`config.mk`:
```
export PLATFORM = sky130hd
export DESIGN_NAME = spi_sel_slave
export DESIGN_NICKNAME = d
export VERILOG_FILES = /design/src/rtl/spi_sel_pkg.sv /design/src/rtl/spi_sync.sv /design/src/rtl/spi_link_fsm.sv /design/src/rtl/spi_byte_path.sv /design/src/rtl/spi_sel_slave.sv
export SDC_FILE = /design/constraint.sdc
export NUM_CORES = 1
export LEC_CHECK = 0
export BUFFER_PORTS_ARGS = -buffer_cell sky130_fd_sc_hd__clkbuf_2
export CAP_MARGIN = 10
export CORE_ASPECT_RATIO = 0.7
export CORE_UTILIZATION = 45
export DETAILED_ROUTE_END_ITERATION = 6
export PLACE_DENSITY = 0.68
export SETUP_SLACK_MARGIN = 0.15
export SLEW_MARGIN = 20
export SYNTH_ARGS = -nofsm -noshare
export SYNTH_HDL_FRONTEND = slang
export SYNTH_HIERARCHICAL = 1
export SYNTH_SLANG_ARGS = --single-unit
```
`constraint.sdc`:
```
create_clock -name clk -period 6.25 [get_ports clk]
set_clock_uncertainty 0.15 [all_clocks]
set_input_delay 0.9375 -clock clk [delete_from_list [all_inputs] [get_ports clk]]
set_output_delay 0.9375 -clock clk [all_outputs]
set_load 0.02 [all_outputs]
```
`src/rtl/spi_sel_pkg.sv`:
```
`timescale 1ns/1ps
package spi_sel_pkg;

    typedef enum logic [1:0] {
        ST_OFF,
        ST_WAIT,
        ST_ARMED,
        ST_SHIFT
    } link_st_t;

    localparam logic [3:0] MODE_SEL  = 4'b0100;
    localparam logic [3:0] MODE_FREE = 4'b0101;

endpackage

```
`src/rtl/spi_sync.sv`:
```
`timescale 1ns/1ps
module spi_sync #(
    parameter int              W       = 3,
    parameter int              STAGES  = 2,
    parameter logic [W-1:0]    RST_VAL = '0
) (
    input  logic         clk,
    input  logic         rst_n,
    input  logic [W-1:0] d_in,
    output logic [W-1:0] d_out
);

    logic [STAGES-1:0][W-1:0] chain;

    always_ff @(posedge clk or negedge rst_n) begin
        if (!rst_n) begin
            for (int s = 0; s < STAGES; s++) chain[s] <= RST_VAL;
        end else begin
            chain[0] <= d_in;
            for (int s = 1; s < STAGES; s++) chain[s] <= chain[s-1];
        end
    end

    assign d_out = chain[STAGES-1];

endmodule

```
`src/rtl/spi_link_fsm.sv`:
```
`timescale 1ns/1ps
module spi_link_fsm
    import spi_sel_pkg::*;
#(
    parameter int BITS = 8
) (
    input  logic     clk,
    input  logic     rst_n,
    input  logic     go,
    input  logic     cpol,
    input  logic     cke,
    input  logic     smp,
    input  logic     sck_s,
    output link_st_t state,
    output logic     sample_ev,
    output logic     shift_ev,
    output logic     done_ev
);

    localparam int              CNT_W = $clog2(BITS);
    localparam logic [CNT_W-1:0] LAST = CNT_W'(BITS - 1);

    link_st_t         st_n;
    logic [CNT_W-1:0] cnt, cnt_n;
    logic             sck_q;
    logic             lead_e, trail_e, shift_raw, samp_raw;

    always_ff @(posedge clk or negedge rst_n) begin
        if (!rst_n) sck_q <= 1'b0;
        else        sck_q <= sck_s;
    end

    // outputs: edge classification and qualified events
    always_comb begin
        lead_e    = (sck_q == cpol) && (sck_s != cpol);
        trail_e   = (sck_q != cpol) && (sck_s == cpol);
        shift_raw = cke ? trail_e : lead_e;
        samp_raw  = smp ? shift_raw : (cke ? lead_e : trail_e);
        sample_ev = go && samp_raw && ((state == ST_ARMED) || (state == ST_SHIFT));
        shift_ev  = go && shift_raw && (state == ST_SHIFT);
        done_ev   = sample_ev && (state == ST_SHIFT) && (cnt == LAST);
    end

    always_comb begin
        st_n  = state;
        cnt_n = cnt;
        if (!go) begin
            st_n  = ST_OFF;
            cnt_n = '0;
        end else begin
            unique case (state)
                ST_OFF:   st_n = ST_WAIT;
                ST_WAIT:  if (sck_s == cpol) st_n = ST_ARMED;
                ST_ARMED: if (sample_ev) begin
                              st_n  = ST_SHIFT;
                              cnt_n = CNT_W'(1);
                          end
                ST_SHIFT: if (sample_ev) begin
                              if (cnt == LAST) begin
                                  st_n  = ST_ARMED;
                                  cnt_n = '0;
                              end else begin
                                  cnt_n = cnt + 1'b1;
                              end
                          end
                default:  st_n = ST_OFF;
            endcase
        end
    end

    // state register
    always_ff @(posedge clk or negedge rst_n) begin
        if (!rst_n) begin
            state <= ST_OFF;
            cnt   <= '0;
        end else begin
            state <= st_n;
            cnt   <= cnt_n;
        end
    end

    assert_stop_clears_R6: assert property (@(posedge clk) disable iff (!rst_n)
        !go |=> (state == ST_OFF && cnt == '0));

    assert_wait_until_idle_R5: assert property (@(posedge clk) disable iff (!rst_n)
        (state == ST_WAIT && sck_s != cpol && go) |=> (state != ST_SHIFT));

endmodule

```
`src/rtl/spi_byte_path.sv`:
```
`timescale 1ns/1ps
module spi_byte_path #(
    parameter int BITS = 8
) (
    input  logic            clk,
    input  logic            rst_n,
    input  logic            en,
    input  logic            busy,
    input  logic            sample_ev,
    input  logic            shift_ev,
    input  logic            done_ev,
    input  logic            sdi_s,
    input  logic            tx_wr,
    input  logic [BITS-1:0] tx_data,
    input  logic            rx_rd,
    output logic            tx_bit,
    output logic [BITS-1:0] rx_data,
    output logic            rx_valid,
    output logic            byte_done,
    output logic            rx_ovf,
    output logic            wr_col
);

    logic [BITS-1:0] tx_buf, tx_sr, rx_sr;

    always_ff @(posedge clk or negedge rst_n) begin
        if (!rst_n) begin
            tx_buf <= '0;
            tx_sr  <= '0;
        end else begin
            if (tx_wr && !busy) tx_buf <= tx_data;
            if (shift_ev)       tx_sr  <= {tx_sr[BITS-2:0], 1'b0};
            else if (!busy)     tx_sr  <= tx_buf;
        end
    end

    assign tx_bit = tx_sr[BITS-1];

    always_ff @(posedge clk or negedge rst_n) begin
        if (!rst_n) begin
            rx_sr     <= '0;
            rx_data   <= '0;
            rx_valid  <= 1'b0;
            byte_done <= 1'b0;
        end else begin
            byte_done <= done_ev;
            if (sample_ev) rx_sr <= {rx_sr[BITS-2:0], sdi_s};
            if (done_ev) begin
                if (!rx_valid) rx_data <= {rx_sr[BITS-2:0], sdi_s};
                rx_valid <= 1'b1;
            end else if (rx_rd) begin
                rx_valid <= 1'b0;
            end
        end
    end

    always_ff @(posedge clk or negedge rst_n) begin
        if (!rst_n) begin
            rx_ovf <= 1'b0;
            wr_col <= 1'b0;
        end else if (!en) begin
            rx_ovf <= 1'b0;
            wr_col <= 1'b0;
        end else begin
            if (done_ev && rx_valid) rx_ovf <= 1'b1;
            if (tx_wr && busy)       wr_col <= 1'b1;
        end
    end

    assert_done_single_R3: assert property (@(posedge clk) disable iff (!rst_n)
        byte_done |=> !byte_done);

    assert_valid_with_done_R3: assert property (@(posedge clk) disable iff (!rst_n)
        byte_done |-> rx_valid);

    assert_ovf_keeps_old_R11: assert property (@(posedge clk) disable iff (!rst_n)
        (done_ev && rx_valid) |=> (rx_ovf && $stable(rx_data)));

    assert_en_clears_flags_R10: assert property (@(posedge clk) disable iff (!rst_n)
        !en |=> (!rx_ovf && !wr_col));

    assert_col_keeps_buf_R12: assert property (@(posedge clk) disable iff (!rst_n)
        (tx_wr && busy) |=> $stable(tx_buf));

endmodule

```
`src/rtl/spi_sel_slave.sv`:
```
`timescale 1ns/1ps
module spi_sel_slave
    import spi_sel_pkg::*;
#(
    parameter int BITS     = 8,
    parameter int SYNC_LEN = 2
) (
    input  logic            clk,
    input  logic            rst_n,
    input  logic            en,
    input  logic [3:0]      mode,
    input  logic            cpol,
    input  logic            cke,
    input  logic            smp,
    input  logic            tx_disable,
    input  logic            sck,
    input  logic            ss_n,
    input  logic            sdi,
    output logic            sdo,
    output logic            sdo_oe,
    input  logic            tx_wr,
    input  logic [BITS-1:0] tx_data,
    input  logic            rx_rd,
    output logic [BITS-1:0] rx_data,
    output logic            rx_valid,
    output logic            byte_done,
    output logic            rx_ovf,
    output logic            wr_col
);

    localparam int SYNC_W = 3;

    logic [SYNC_W-1:0] pins_s;
    logic              sck_s, ss_s, sdi_s;
    logic              sel_mode, cfg_ok, go, busy;
    logic              sample_ev, shift_ev, done_ev, tx_bit;
    link_st_t          link_st;

    spi_sync #(
        .W       (SYNC_W),
        .STAGES  (SYNC_LEN),
        .RST_VAL (3'b010)
    ) u_sync (
        .clk   (clk),
        .rst_n (rst_n),
        .d_in  ({sck, ss_n, sdi}),
        .d_out (pins_s)
    );

    assign sck_s = pins_s[2];
    assign ss_s  = pins_s[1];
    assign sdi_s = pins_s[0];

    assign sel_mode = (mode == MODE_SEL);
    assign cfg_ok   = en && (sel_mode || ((mode == MODE_FREE) && !cke));
    assign go       = cfg_ok && (sel_mode ? !ss_s : 1'b1);
    assign busy     = (link_st == ST_SHIFT);

    spi_link_fsm #(.BITS(BITS)) u_fsm (
        .clk       (clk),
        .rst_n     (rst_n),
        .go        (go),
        .cpol      (cpol),
        .cke       (cke),
        .smp       (smp),
        .sck_s     (sck_s),
        .state     (link_st),
        .sample_ev (sample_ev),
        .shift_ev  (shift_ev),
        .done_ev   (done_ev)
    );

    spi_byte_path #(.BITS(BITS)) u_path (
        .clk       (clk),
        .rst_n     (rst_n),
        .en        (en),
        .busy      (busy),
        .sample_ev (sample_ev),
        .shift_ev  (shift_ev),
        .done_ev   (done_ev),
        .sdi_s     (sdi_s),
        .tx_wr     (tx_wr),
        .tx_data   (tx_data),
        .rx_rd     (rx_rd),
        .tx_bit    (tx_bit),
        .rx_data   (rx_data),
        .rx_valid  (rx_valid),
        .byte_done (byte_done),
        .rx_ovf    (rx_ovf),
        .wr_col    (wr_col)
    );

    // pad release follows the raw select pin so it is not delayed by the synchronizer
    assign sdo_oe = cfg_ok && !tx_disable && (!sel_mode || !ss_n);
    assign sdo    = sdo_oe ? tx_bit : 1'b0;

    assert_illegal_silent_R9: assert property (@(posedge clk) disable iff (!rst_n)
        !cfg_ok |=> (!byte_done && !sdo_oe) || cfg_ok);

    assert_ss_releases_pad_R7: assert property (@(posedge clk) disable iff (!rst_n)
        (sel_mode && ss_n) |-> !sdo_oe);

endmodule

```
-- After elaboration in Yosys (flattened, before gate mapping)
Cells that the tools add are included.
Widths: inputs -> output; s select.
- flip-flop bits (word level): 47
- word-level logic and storage cells: 87
- bitwise logic cells: 1
- eq/ne operators: 18
- muxes and demuxes: 24
- reduce and logical (&&, ||, !) cells: 30
- add/sub/neg operators: 1
- operator list (cell ; count):
    $logic_and 1x1->1 ; 16
    $mux 8 ; 2
    $mux 3 ; 4
    $ne 3x3->1 const B ; 4
    $mux 1 ; 11
    $mux 2 ; 5
    $eq 4x3->1 const B ; 2
    $pmux 2 s4 ; 1
    $logic_not 1->1 ; 6
    $pmux 3 s2 ; 1
    $eq 2x2->1 const B ; 2
    $ne 2x1->1 const B ; 2
    $reduce_and 4->1 ; 1
    $add 3x1->3 const B ; 1
    $eq 3x3->1 const B ; 1
    $logic_or 1x1->1 ; 3
    $ne 3x2->1 const B ; 1
    $reduce_and 3->1 ; 1
    $eq 1x1->1 ; 2
    $eq 2x1->1 const B ; 1
    $logic_not 2->1 ; 1
    $ne 1x1->1 ; 2
    $ne 2x2->1 const B ; 1
    $reduce_and 2->1 ; 1
    other kinds (2) ; 2

-- Logic depth before layout (Yosys ltp)
- depth after elaboration: 12
- mapped depth: 8
- mapped depth without buffers: 6

-- Modules after synthesis
Netlist, hierarchy kept.
- by module, submodules not included (module ; times used ; sequential area each (µm²) ; area an instance (µm²) ; cells an instance):
    spi_byte_path ; 1 ; 875.8 ; 1395.1 ; 94
    spi_link_fsm ; 1 ; 150.1 ; 391.6 ; 35
    spi_sync ; 1 ; 152.6 ; 175.2 ; 9
    spi_sel_slave ; 1 ; 0.0 ; 61.3 ; 9

-- Worst setup path after synthesis
Ideal clock, no wire load.
- kind: in2reg
- start: input cke
- end: register u_path.rx_data[0]
- path buffers: 1
- stages: 7
- path slack: 3324 ps
- data required time: 5975 ps
- arrival time: 2652 ps
- path through: xnor3_2 > mux2i_2 > and2_4 > and4_1 > nor2b_1 > buf_2 > mux2_2
- cells in the longest elaborated chain, start to end: 10
- ends and longest elaborated chain (item ; line ; source):
    start: declaration ; spi_sel_slave.sv:13 ; input logic cke,
    $logic_not 1->1 ; spi_sel_slave.sv:55 ; assign cfg_ok = en && (sel_mode || ((mode == MODE_FREE) && !cke));
    $logic_and 1x1->1 ; spi_sel_slave.sv:55 ;
    $logic_or 1x1->1 ; spi_sel_slave.sv:55 ;
    $logic_and 1x1->1 ; spi_sel_slave.sv:55 ;
    $logic_and 1x1->1 ; spi_sel_slave.sv:56 ; assign go = cfg_ok && (sel_mode ? !ss_s : 1'b1);
    $logic_and 1x1->1 * (2 in a row) ; spi_link_fsm.sv:39 ; sample_ev = go && samp_raw && ((state == ST_ARMED) || (state == ST_SHIFT));
    $logic_and 1x1->1 * (2 in a row) ; spi_link_fsm.sv:41 ; done_ev = sample_ev && (state == ST_SHIFT) && (cnt == LAST);
    net done_ev ; spi_sel_slave.sv:36 ; logic sample_ev, shift_ev, done_ev, tx_bit;
    $reduce_and 2->1 (no line) * ; n/a ;
    end signal: assignment ; spi_byte_path.sv:49 ; if (!rx_valid) rx_data <= {rx_sr[BITS-2:0], sdi_s};
    end: declaration ; spi_byte_path.sv:17 ; output logic [BITS-1:0] rx_data,
The timed path passes the listed nets; every way through them passes the cells marked *.
A chain may end at the register's enable or synchronous reset.

-- Worst setup path after layout
- start: input cke
- end: register u_path.rx_data[2]
The elaborated chain is that of the path after synthesis.

==> results.txt <==
----------------------------------------------------
[STA]
  Slew @ Worst Pin ... 662 ps
  Final clock period utilization by the worst path ... 51.3%
  Accumulated negative setup slack ... 0 ps
  Fin. Hold Viols ... 0
  RSZ-0062 raised after global routing ... no
  Final setup fails ... 0
  Fin. max-slew vios ... 0
  Final worst hold slack ... 207 ps
  Clock period minus final worst setup slack ... 3210 ps
  Peak clock frequency supported by timing ... 312 MHz
  Worst slew margin ... 55.8%

[Floorplanning]
  Die Footprint ... 0.00477 mm^2
  Rows ... 19
  Die boundary width ... 82.1 um
  Ports placed on the boundary ... 38
  Height of the die ... 58.1 um
  Area inside the core boundary ... 0.00411 mm^2
  Initial core utilization ... 49.2%

[Finish]
  Share of the core filled with cells ... 56.7%
  Antenna diode count ... 0
  Number of inserted filler cells in the final layout ... 329
  P&R area growth vs syn ... 15.3%
  Non-Filler Cell Area, Final ... 0.00233 mm^2
  Fraction of final layout cells with drive strength greater than 1 ... 42.1%
  Number of nets in the finished design ... 208

[Yosys]
  Most instantiated flip-flop cell in the synthesis netlist ... dfrtp_1
  Post-synth ARST share ... 100%
  Proportion of synthesized chip area in sequential cells ... 58.3%
  Combined area of all synthesized cells ... 0.00202 mm^2
  Average cell area after synthesis ... 13.8 um^2
  Net Count, Synth ... 173
  Area contributors post-synth ... dfrtp_1 (56%), mux2_2 (8.3%), mux2_4 (5.9%)
  Post-synthesis sequential element count ... 47
  Number of unique standard cell types used by synthesis ... 36
  Most common library cells after synthesis ... dfrtp_1 (45), mux2_2 (15), mux2i_1 (11), nand2_1 (11), mux2_4 (8)
  Number of cells produced by synthesis ... 147
  Synth area leader ... dfrtp_1
  Number of flops mapped to enable cells by yosys ... 0
  Cell with the most instances after synthesis ... dfrtp_1
  Area fraction of the dominant cell type after synthesis ... 55.7%
  Count of yosys warnings during synthesis ... 6

[Placed design]
  Final HPWL DP ... 2430 um
  Port-buffer cells ... 37
  Gpl congestion ... 0.784
  Area of placed instances ... 0.00221 mm^2

[Min path]
  Worst hold path class ... reg2reg

[Route]
  Via count of the routed design ... 1,206
  Count of antenna-violating nets left after detailed routing ... 0
  Detailed Route Iter0 Violations ... 74
  Residual DRC count ... 0
  Final Routed Wirelength ... 3350 um
  Detailed-route vias per instance ... 5.13
  Routed wire length per instance ... 14.3 um
  First-pass iteration count of the detailed router ... 4

[Clock tree]
  Skew-Pair Late Insertion Delay ... 290 ps
  Number of sinks driven by the clock tree ... 47
  Post-CTS Setup Repair Bufs ... 0
  Number of CTS-inserted buffers ... 5
  Post-cts resize count ... 0
  Number of buffers on the longest clock path ... 2
  Buffer cell driving the clock tree root ... clkbuf_8
  Total number of H-tree levels ... 2
  Number of buffers inserted for hold repair after clock tree synthesis ... 0
  Clock tree from TritonCTS ... done
  Clock-pin slew reported for the worst setup and hold paths after clock tree synthesis ... 80 ps

[Critical path]
  Critical path buffers and inverters ... 1
  CP Data Arrival Time ... 3230 ps
  Ordered list of cells on the worst path ... clkbuf_2 -> xnor3_2 -> mux2i_2 -> and2_4 -> and4_1 -> nor2b_1 -> mux2_2
  Sort of element at the start of the critical path ... primary input
  Maximum fanout encountered on the critical timing path ... 8
  Crit path kind ... in2reg
  Crit end category ... flip-flop
  Family of cells with the greatest summed delay on the critical path ... simple AND/OR/NAND/NOR gates
  Largest incremental delay on the critical path ... 570 ps
  Critical path's slowest cell ... nor2b_1
  Required time of the worst setup path ... 6280 ps

[Run]
  Max-cap violations ... 0

[Pwr]
  PnR Total Power ... 588 uW
  Cell leakage power ... 0.00116 uW
  Power density over cell area ... 252 mW/mm^2
  Max VDD drop ... 0.000121 V

[Global routing]
  Number of global-route vias before repair ... 1,226
  Number of antenna violations at the first check in global routing ... 0
  Maximum number of pins on one net before global-route repair ... 48
  Total overflow reported by the global router ... 0
  First-pass GRT wire length ... 5810 um
  Global routing usage summed across all routing layers ... 16.8%

[Outcome]
  Result of the run ... finished, final reports clean

----------------------------------------------------
==> through the flow <==
| stage | setup slack, ps | cells |
|---|---|---|
| 4_1_cts | 3030 | 235 |
| 3_3_place_gp | 2830 | 227 |
| 2_1_floorplan | 3320 | 147 |
| 6_report | 3040 | 235 |
| 5_1_grt | 2890 | 235 |
| 3_5_place_dp | 2720 | 227 |
==> registers in the layout, indices dropped and copies added (netlist names) <==
name	count
u_path/wr_col	1
u_path/tx_sr	8
u_fsm/state	2
u_path/rx_valid	1
u_path/rx_ovf	1
u_path/rx_data	8
u_sync/d_out	3
u_path/byte_done	1
u_path/rx_sr	7
u_fsm/sck_q	1
u_fsm/cnt	3
u_sync/chain	3
u_path/tx_buf	8
==> path summary, 6_finish.rpt <==
kind / startpoint / endpoint / slack [ps] / depth (start not counted)
min reg2reg: u_sync/chain[0]$_DFF_PN0_ / u_sync/d_out[0]$_DFF_PN0_ / 210 / 0
min in group asynchronous: rst_n / u_path/tx_buf[4]$_DFFE_PN0P_ / 570 / 2
max reg2reg: u_sync/d_out[2]$_DFF_PN0_ / u_path/rx_data[2]$_DFFE_PN0P_ / 3660 / 6
max in group asynchronous: rst_n / u_path/rx_data[3]$_DFFE_PN0P_ / 4990 / 2
min: u_sync/chain[0]$_DFF_PN0_ / u_sync/d_out[0]$_DFF_PN0_ / 210 / 0
max: cke / u_path/rx_data[2]$_DFFE_PN0P_ / 3040 / 7
==> cells by family (layout without fill, tap and decap cells) <==
group / Yosys count / count (layout) / synth area share (%)
compound gates: 14 / 14 / 4.02
xor+xnor: 3 / 3 / 2.04
fa+ha+maj: 2 / 2 / 1.24
buf+inv: 12 / 48 / 3.65
flops: 47 / 47 / 58.3
mux: 35 / 35 / 20.4
simple gates: 34 / 34 / 10.4
==> final cells by class <==
class | count | area, um^2 | area share, %
clock buffer | 6 | 82.6 | 3.54
tap | 52 | 65.1 | 2.79
inverter | 2 | 7.51 | 0.322
clock inverter | 2 | 35.0 | 1.50
multi-input combinational | 88 | 771 | 33.0
timing repair buffer | 38 | 193 | 8.26
sequential | 47 | 1180 | 50.5
==> routing by layer <==
metal,vias to the layer above,GRT usage (%),share of wire (%)
met2,20,25.1,46
met1,601,22.4,47
li1,579,-,-
met3,6,5.20,4.4
met4,0,7.52,1.7
met5,-,0,0
==> layout by cell type, fill, tap and decap left out, types with 2 or more instances in the layout <==
cell type and count:
and4_1 3, inv_1 2, mux2i_1 11, nand2_1 11
o21ai_0 7, mux2_4 8, nor2b_1 5, clkbuf_8 6
ha_1 2, mux2_2 15, nand2b_1 2, dfrtp_1 45
dfstp_2 2, nand3_1 2, a21oi_1 4, clkbuf_2 37
xnor2_1 2
==> where the power goes <==
| group | leakage (uW) | switching (uW) | internal, uW |
|---|---|---|---|
| Clock | 0.0000612 | 94.3 | 129 |
| Combinational | 0.000493 | 18.0 | 21.9 |
| Sequential | 0.000602 | 7.71 | 317 |
Note: power is estimated with default switching activity, not from simulation.
